File: config.mk
export PLATFORM = sky130hd
export DESIGN_NAME = ext_bus_ctrl
export DESIGN_NICKNAME = d
export VERILOG_FILES = /design/src/rtl/ebc_pkg.sv /design/src/rtl/ebc_req_check.sv /design/src/rtl/ebc_lane_enable.sv /design/src/rtl/ebc_data_steer.sv /design/src/rtl/ext_bus_ctrl.sv
export SDC_FILE = /design/constraint.sdc
export NUM_CORES = 1
export LEC_CHECK = 0
export BUFFER_PORTS_ARGS = -buffer_cell sky130_fd_sc_hd__buf_2
export CAP_MARGIN = 0
export CORE_MARGIN = 3
export CORE_UTILIZATION = 46
export CTS_BUF_LIST = sky130_fd_sc_hd__clkbuf_8
export DETAILED_ROUTE_END_ITERATION = 10
export MAX_ROUTING_LAYER = met4
export PLACE_DENSITY = 0.84
export SYNTH_ARGS = -nofsm -noshare
export SYNTH_HDL_FRONTEND = slang
export SYNTH_HIERARCHICAL = 1
export SYNTH_SLANG_ARGS = --single-unit
File: constraint.sdc
create_clock -name clk -period 2.06 [get_ports clk]
set_input_delay 0.412 -clock clk [delete_from_list [all_inputs] [get_ports clk]]
set_output_delay 0.412 -clock clk [all_outputs]
set_load 0.1 [all_outputs]
File: src/rtl/ebc_pkg.sv
package ebc_pkg;

    localparam int DW    = 32;
    localparam int LANES = DW / 8;

    typedef enum logic [1:0] {
        SZ_BYTE = 2'd0,
        SZ_HALF = 2'd1,
        SZ_WORD = 2'd2,
        SZ_RSVD = 2'd3
    } size_e;

    typedef enum logic [1:0] {
        BW_8    = 2'd0,
        BW_16   = 2'd1,
        BW_32   = 2'd2,
        BW_RSVD = 2'd3
    } width_e;

    typedef enum logic [1:0] {
        ST_IDLE  = 2'd0,
        ST_START = 2'd1,
        ST_WAIT  = 2'd2
    } state_e;

endpackage

File: src/rtl/ebc_req_check.sv
module ebc_req_check
    import ebc_pkg::*;
(
    input  size_e      size,
    input  width_e     mode,
    input  logic [1:0] off,
    output logic       refuse
);
    logic misaligned;
    logic too_wide;
    logic reserved;

    always_comb begin
        misaligned = ((size == SZ_HALF) && off[0]) ||
                     ((size == SZ_WORD) && (off != 2'b00));
        too_wide   = ((mode == BW_8)  && (size != SZ_BYTE)) ||
                     ((mode == BW_16) && (size == SZ_WORD));
        reserved   = (size == SZ_RSVD) || (mode == BW_RSVD);
        refuse     = misaligned || too_wide || reserved;
    end
endmodule

File: src/rtl/ebc_lane_enable.sv
module ebc_lane_enable
    import ebc_pkg::*;
(
    input  logic             write,
    input  size_e            size,
    input  width_e           mode,
    input  logic [1:0]       off,
    output logic [LANES-1:0] be_n
);
    always_comb begin
        be_n = '0;
        if (mode != BW_32) begin
            be_n = {off[0], off[1], 2'b00};
        end else if (write) begin
            unique case (size)
                SZ_BYTE: be_n = ~(LANES'(1) << off);
                SZ_HALF: be_n = off[1] ? 4'b0011 : 4'b1100;
                default: be_n = '0;
            endcase
        end
    end
endmodule

File: src/rtl/ebc_data_steer.sv
module ebc_data_steer
    import ebc_pkg::*;
(
    input  size_e          size,
    input  width_e         mode,
    input  logic [1:0]     off,
    input  logic [DW-1:0]  wdata,
    input  logic [DW-1:0]  din,
    output logic [DW-1:0]  dout,
    output logic [DW-1:0]  rdata
);
    localparam int SHW = $clog2(DW);

    logic [SHW-1:0] sh;
    logic [DW-1:0]  mask;

    always_comb begin
        unique case (size)
            SZ_BYTE: mask = DW'(8'hFF);
            SZ_HALF: mask = DW'(16'hFFFF);
            default: mask = '1;
        endcase
        sh = '0;
        if (mode == BW_32) begin
            if (size == SZ_BYTE)      sh = SHW'({~off, 3'b000});
            else if (size == SZ_HALF) sh = off[1] ? SHW'(0) : SHW'(16);
        end else if (mode == BW_16 && size == SZ_BYTE) begin
            sh = off[0] ? SHW'(0) : SHW'(8);
        end
        dout  = (wdata & mask) << sh;
        rdata = (din >> sh) & mask;
    end
endmodule

File: src/rtl/ext_bus_ctrl.sv
module ext_bus_ctrl
    import ebc_pkg::*;
#(
    parameter int AW = 32
) (
    input  logic          clk,
    input  logic          rst_n,
    input  logic          req_valid,
    input  logic [AW-1:0] req_addr,
    input  logic [1:0]    req_size,
    input  logic          req_write,
    input  logic [31:0]   req_wdata,
    input  logic [1:0]    bus_mode,
    output logic [AW-1:0] bus_addr,
    output logic          bus_as_n,
    output logic          bus_rw_n,
    output logic [3:0]    bus_be_n,
    output logic [31:0]   bus_dout,
    output logic          bus_doe,
    input  logic [31:0]   bus_din,
    input  logic          bus_rdy_n,
    output logic          rsp_done,
    output logic          rsp_err,
    output logic [31:0]   rsp_rdata
);
    state_e          state, state_nx;
    logic            refuse;
    logic            accept;

    logic [AW-1:0]   lat_addr;
    size_e           lat_size;
    width_e          lat_mode;
    logic            lat_write;
    logic [DW-1:0]   lat_wdata;

    logic [LANES-1:0] lane_be_n;
    logic [DW-1:0]    steer_dout;
    logic [DW-1:0]    steer_rdata;

    ebc_req_check u_check (
        .size   (size_e'(req_size)),
        .mode   (width_e'(bus_mode)),
        .off    (req_addr[1:0]),
        .refuse (refuse)
    );

    ebc_lane_enable u_lane (
        .write (lat_write),
        .size  (lat_size),
        .mode  (lat_mode),
        .off   (lat_addr[1:0]),
        .be_n  (lane_be_n)
    );

    ebc_data_steer u_steer (
        .size  (lat_size),
        .mode  (lat_mode),
        .off   (lat_addr[1:0]),
        .wdata (lat_wdata),
        .din   (bus_din),
        .dout  (steer_dout),
        .rdata (steer_rdata)
    );

    assign accept = (state == ST_IDLE) && req_valid && !refuse;

    always_comb begin
        state_nx = state;
        unique case (state)
            ST_IDLE:  if (accept)     state_nx = ST_START;
            ST_START:                 state_nx = ST_WAIT;
            ST_WAIT:  if (!bus_rdy_n) state_nx = ST_IDLE;
            default:                  state_nx = ST_IDLE;
        endcase
    end

    always_ff @(posedge clk or negedge rst_n) begin
        if (!rst_n) state <= ST_IDLE;
        else        state <= state_nx;
    end

    always_ff @(posedge clk or negedge rst_n) begin
        if (!rst_n) begin
            lat_addr  <= '0;
            lat_size  <= SZ_BYTE;
            lat_mode  <= BW_32;
            lat_write <= 1'b0;
            lat_wdata <= '0;
        end else if (accept) begin
            lat_addr  <= req_addr;
            lat_size  <= size_e'(req_size);
            lat_mode  <= width_e'(bus_mode);
            lat_write <= req_write;
            lat_wdata <= req_wdata;
        end
    end

    always_ff @(posedge clk or negedge rst_n) begin
        if (!rst_n) begin
            rsp_done  <= 1'b0;
            rsp_err   <= 1'b0;
            rsp_rdata <= '0;
        end else begin
            rsp_done <= (state == ST_WAIT) && !bus_rdy_n;
            rsp_err  <= (state == ST_IDLE) && req_valid && refuse;
            if ((state == ST_WAIT) && !bus_rdy_n && !lat_write)
                rsp_rdata <= steer_rdata;
        end
    end

    always_comb begin
        bus_addr = lat_addr;
        bus_as_n = 1'b1;
        bus_rw_n = 1'b1;
        bus_be_n = '1;
        bus_dout = '0;
        bus_doe  = 1'b0;
        unique case (state)
            ST_IDLE: ;
            ST_START, ST_WAIT: begin
                bus_as_n = (state != ST_START);
                bus_rw_n = !lat_write;
                bus_be_n = lane_be_n;
                bus_doe  = lat_write;
                bus_dout = lat_write ? steer_dout : '0;
            end
            default: ;
        endcase
    end
endmodule

==> metrics.md <==
| Metric | Value |
|---|---|
| Flops & latches, synth | 105 |
| Sink Count | between 100 and 150 |
| RSZ-0062 raised after global routing | yes |
| Final worst slack | -0.535 ns |
| Family with the most delay on the worst path | buffers and inverters |
| HPWL Detailed | 11.9 mm |
| Initial Util | 0.473 |
| CP cell instances | buf_6 > nor4b_4 > buf_4 > clkbuf_16 > buf_12 > nor2_2 > and3_4 > buf_12 |
| Worst EP arrival | 2.18 ns |
| CTS Buf Count | 9 |
| Layout overhead on the synthesized area | 53.4% |
| CP Data Required Time | 1.65 ns |
| Synth Flop Type | dfrtp_1 |
| Wire per inst | 20.6 um |
| EDFF count, synth | 0 |
| Most numerous cell on the critical path | buf_12 |
| Fin crit share | 1.26 |
| Final setup viols | 52 |
| Routability cong. | 0.916 |
| Hold Crit Class | primary input to flop |
| Fill count | 705 |
| Crit path kind | flop to output port |
| CORE AREA | 11500 um2 |
| Yosys warns | 6 |
| Largest net degree at the start of global routing | 41 |
| Share of cells above drive strength 1 | 0.721 |
| Min Clock Period, post-route | 2.60 ns |
| Die Ht | 115 um |
| Initial antenna violation count | 2 |
| Sequential cell area | between 2000 and 3000 um2 |
| Commonest non-fill, non-tap cell in the layout | buf_2 |
| Via count | 4388 |
| Status | finished, violations left |
| Final Hold Vio Count | 0 |
| Clock Latency Late Sink | 0.38 ns |
| Die ar. | 13100 um2 |
| Longest Clk Path Bufs | 2 |
| Crit path buffers/inverters | 5 |
| CTS clk-pin slew, worst paths | 0.10 ns |
| Dpl ws | -0.104 ns |
| Total of max-cap violations | 0 |
| DRC errors left | 0 |
| Syn nets | 529 |
| Failing checks | setup timing |
| Global-route wire length before repair | 25.3 mm |
| TritonCTS clock tree | done |
| Setup TNS | -19.51 ns |
| DRT iter0 DRCs | 277 |
| CP peak stage delay | 0.60 ns |
| Post-synthesis sequential area ratio | 0.484 |
| Ports | 210 |
| GRT Total Usage | 0.259 |
| Vias/cell | 5.43 |
| Max_slew headroom | 0.666 |
| Vias in the first global route | about 4800 |
| GRT overflow | 0 |
| Fmax | 385 MHz |
| Asr flop ratio synth | 1.00 |
| Slew Limit Fails | 0 |
| Pre-antenna DRT Iters | 4 |
| Actual slew at the worst max-slew pin | ~0.50 ns |
| Crit path launch type | flop |
| Final antenna-violating net count | 0 |
| Avg Synthesized Cell Area | 13.0 um2 |
| Input/output buffers | approximately 210 |
| FP Rows | 39 |
| Cells after synthesis | 419 |
| Worst hold slack | between 0.2 and 0.25 ns |
| Yosys cell types | 38 |
| Final nets | 768 |
| Slowest-stage cell, CP | dfstp_2 |
| Root Buffer | clkbuf_8 |
| Post-Route WL | about 17 mm |
| Multi-input combinational cell area | 3100 um2 |
| DIE WIDTH | 115 um |
| Most frequent cells in the layout | 169 x buf_2, 101 x dfrtp_1, 62 x mux2_2, 48 x buf_12, 41 x mux2_4 |
| CTS H-tree lvls | 3 |
| Post-synth design cell area | around 5400 um2 |
| Clock Skew | 0.0117 ns |
| Crit end category | output port |
| CP max FO | 6 |
==> cell type report <==
class                           instances  share of cell area
Multi-Input combinational cell        280               0.373
Tap cell                              143              0.0215
Sequential cell                       105               0.317
Inverter                                6             0.00316
Clock buffer                            9              0.0149
Timing Repair Buffer                  256               0.261
Clock inverter                          7             0.00932
Antenna cell                            2            0.000601
==> worst paths after layout <==
path	slack [ns]	startpoint	cells after the start	endpoint
worst max-delay path	-0.54	lat_mode[1]	8	bus_dout[14]
worst min-delay path	0.22	bus_rdy_n	2	rsp_done
worst max register to register	-0.32	lat_mode[1]	10	rsp_rdata[3]
worst min register to register	0.52	bus_addr[7]	1	bus_addr[7]
max in group asynchronous	0.95	rst_n	3	lat_mode[1]
min in group asynchronous	0.51	rst_n	2	rsp_rdata[16]
==> routing by layer <==
metal	GRT usage	routed length, um	up-vias
met4	0.0990	493	0
met5	-	0	-
met1	0.305	6440	2176
met3	0.0523	1070	35
met2	0.438	8640	203
li1	-	-	1974
==> cells in the mapped netlist, types with 7 or more instances <==
cell | count | area share
dfrtp_1 | 104 | 0.48
mux2_2 | 63 | 0.13
mux2_4 | 40 | 0.11
and3_1 | 33 | 0.038
nor2_1 | 28 | 0.019
mux2i_1 | 24 | 0.044
and2_1 | 17 | 0.020
clkbuf_1 | 11 | 0.0076
a22oi_1 | 9 | 0.012
buf_6 | 9 | 0.019
nand2_1 | 9 | 0.0062
a21boi_0 | 8 | 0.011
a32oi_1 | 8 | 0.013
o21ai_1 | 8 | 0.0074
nand2b_1 | 7 | 0.0081
==> cells by family after synthesis <==
logic type / count (synthesis) / synth area share
AOI/OAI and AO/OA: 41 / 0.0565
xor gates and xnor gates: 2 / 0.00461
adders and majority gates: 5 / 0.0115
buffers and inverters: 34 / 0.0387
DFF: 105 / 0.484
muxes: 127 / 0.286
and+or+nand+nor: 105 / 0.119
==> metrics by stage <==
| stage | cells | instance area [um2] | util |
|---|---|---|---|
| floorplan | 419 | 5620 | - |
| detailed placement | 773 | 7550 | 0.658 |
| CTS | 797 | 8000 | 0.697 |
| global placement | 773 | 7550 | 0.658 |
| global route | 808 | 8320 | 0.726 |
| finish | 808 | 8320 | 0.726 |
==> timing repair <==
item,CTS,global route
hold buffers,1,0
endpoints found under the setup margin,48,54
hold endpoints to repair,28,0
pin swaps,6,18
resized for setup,39,56
cloned,1,2
buffers inserted,7,11
==> flip-flops by register name, summed over array words and instances (netlist names) <==
signal,cells
lat_mode,2
rsp_done,1
lat_wdata,32
state,2
rsp_err,1
bus_addr,32
lat_write,1
lat_size,2
rsp_rdata,32
Power is not shown: default switching activity piles up to over one toggle a cycle in this logic, so the estimate is an artifact.
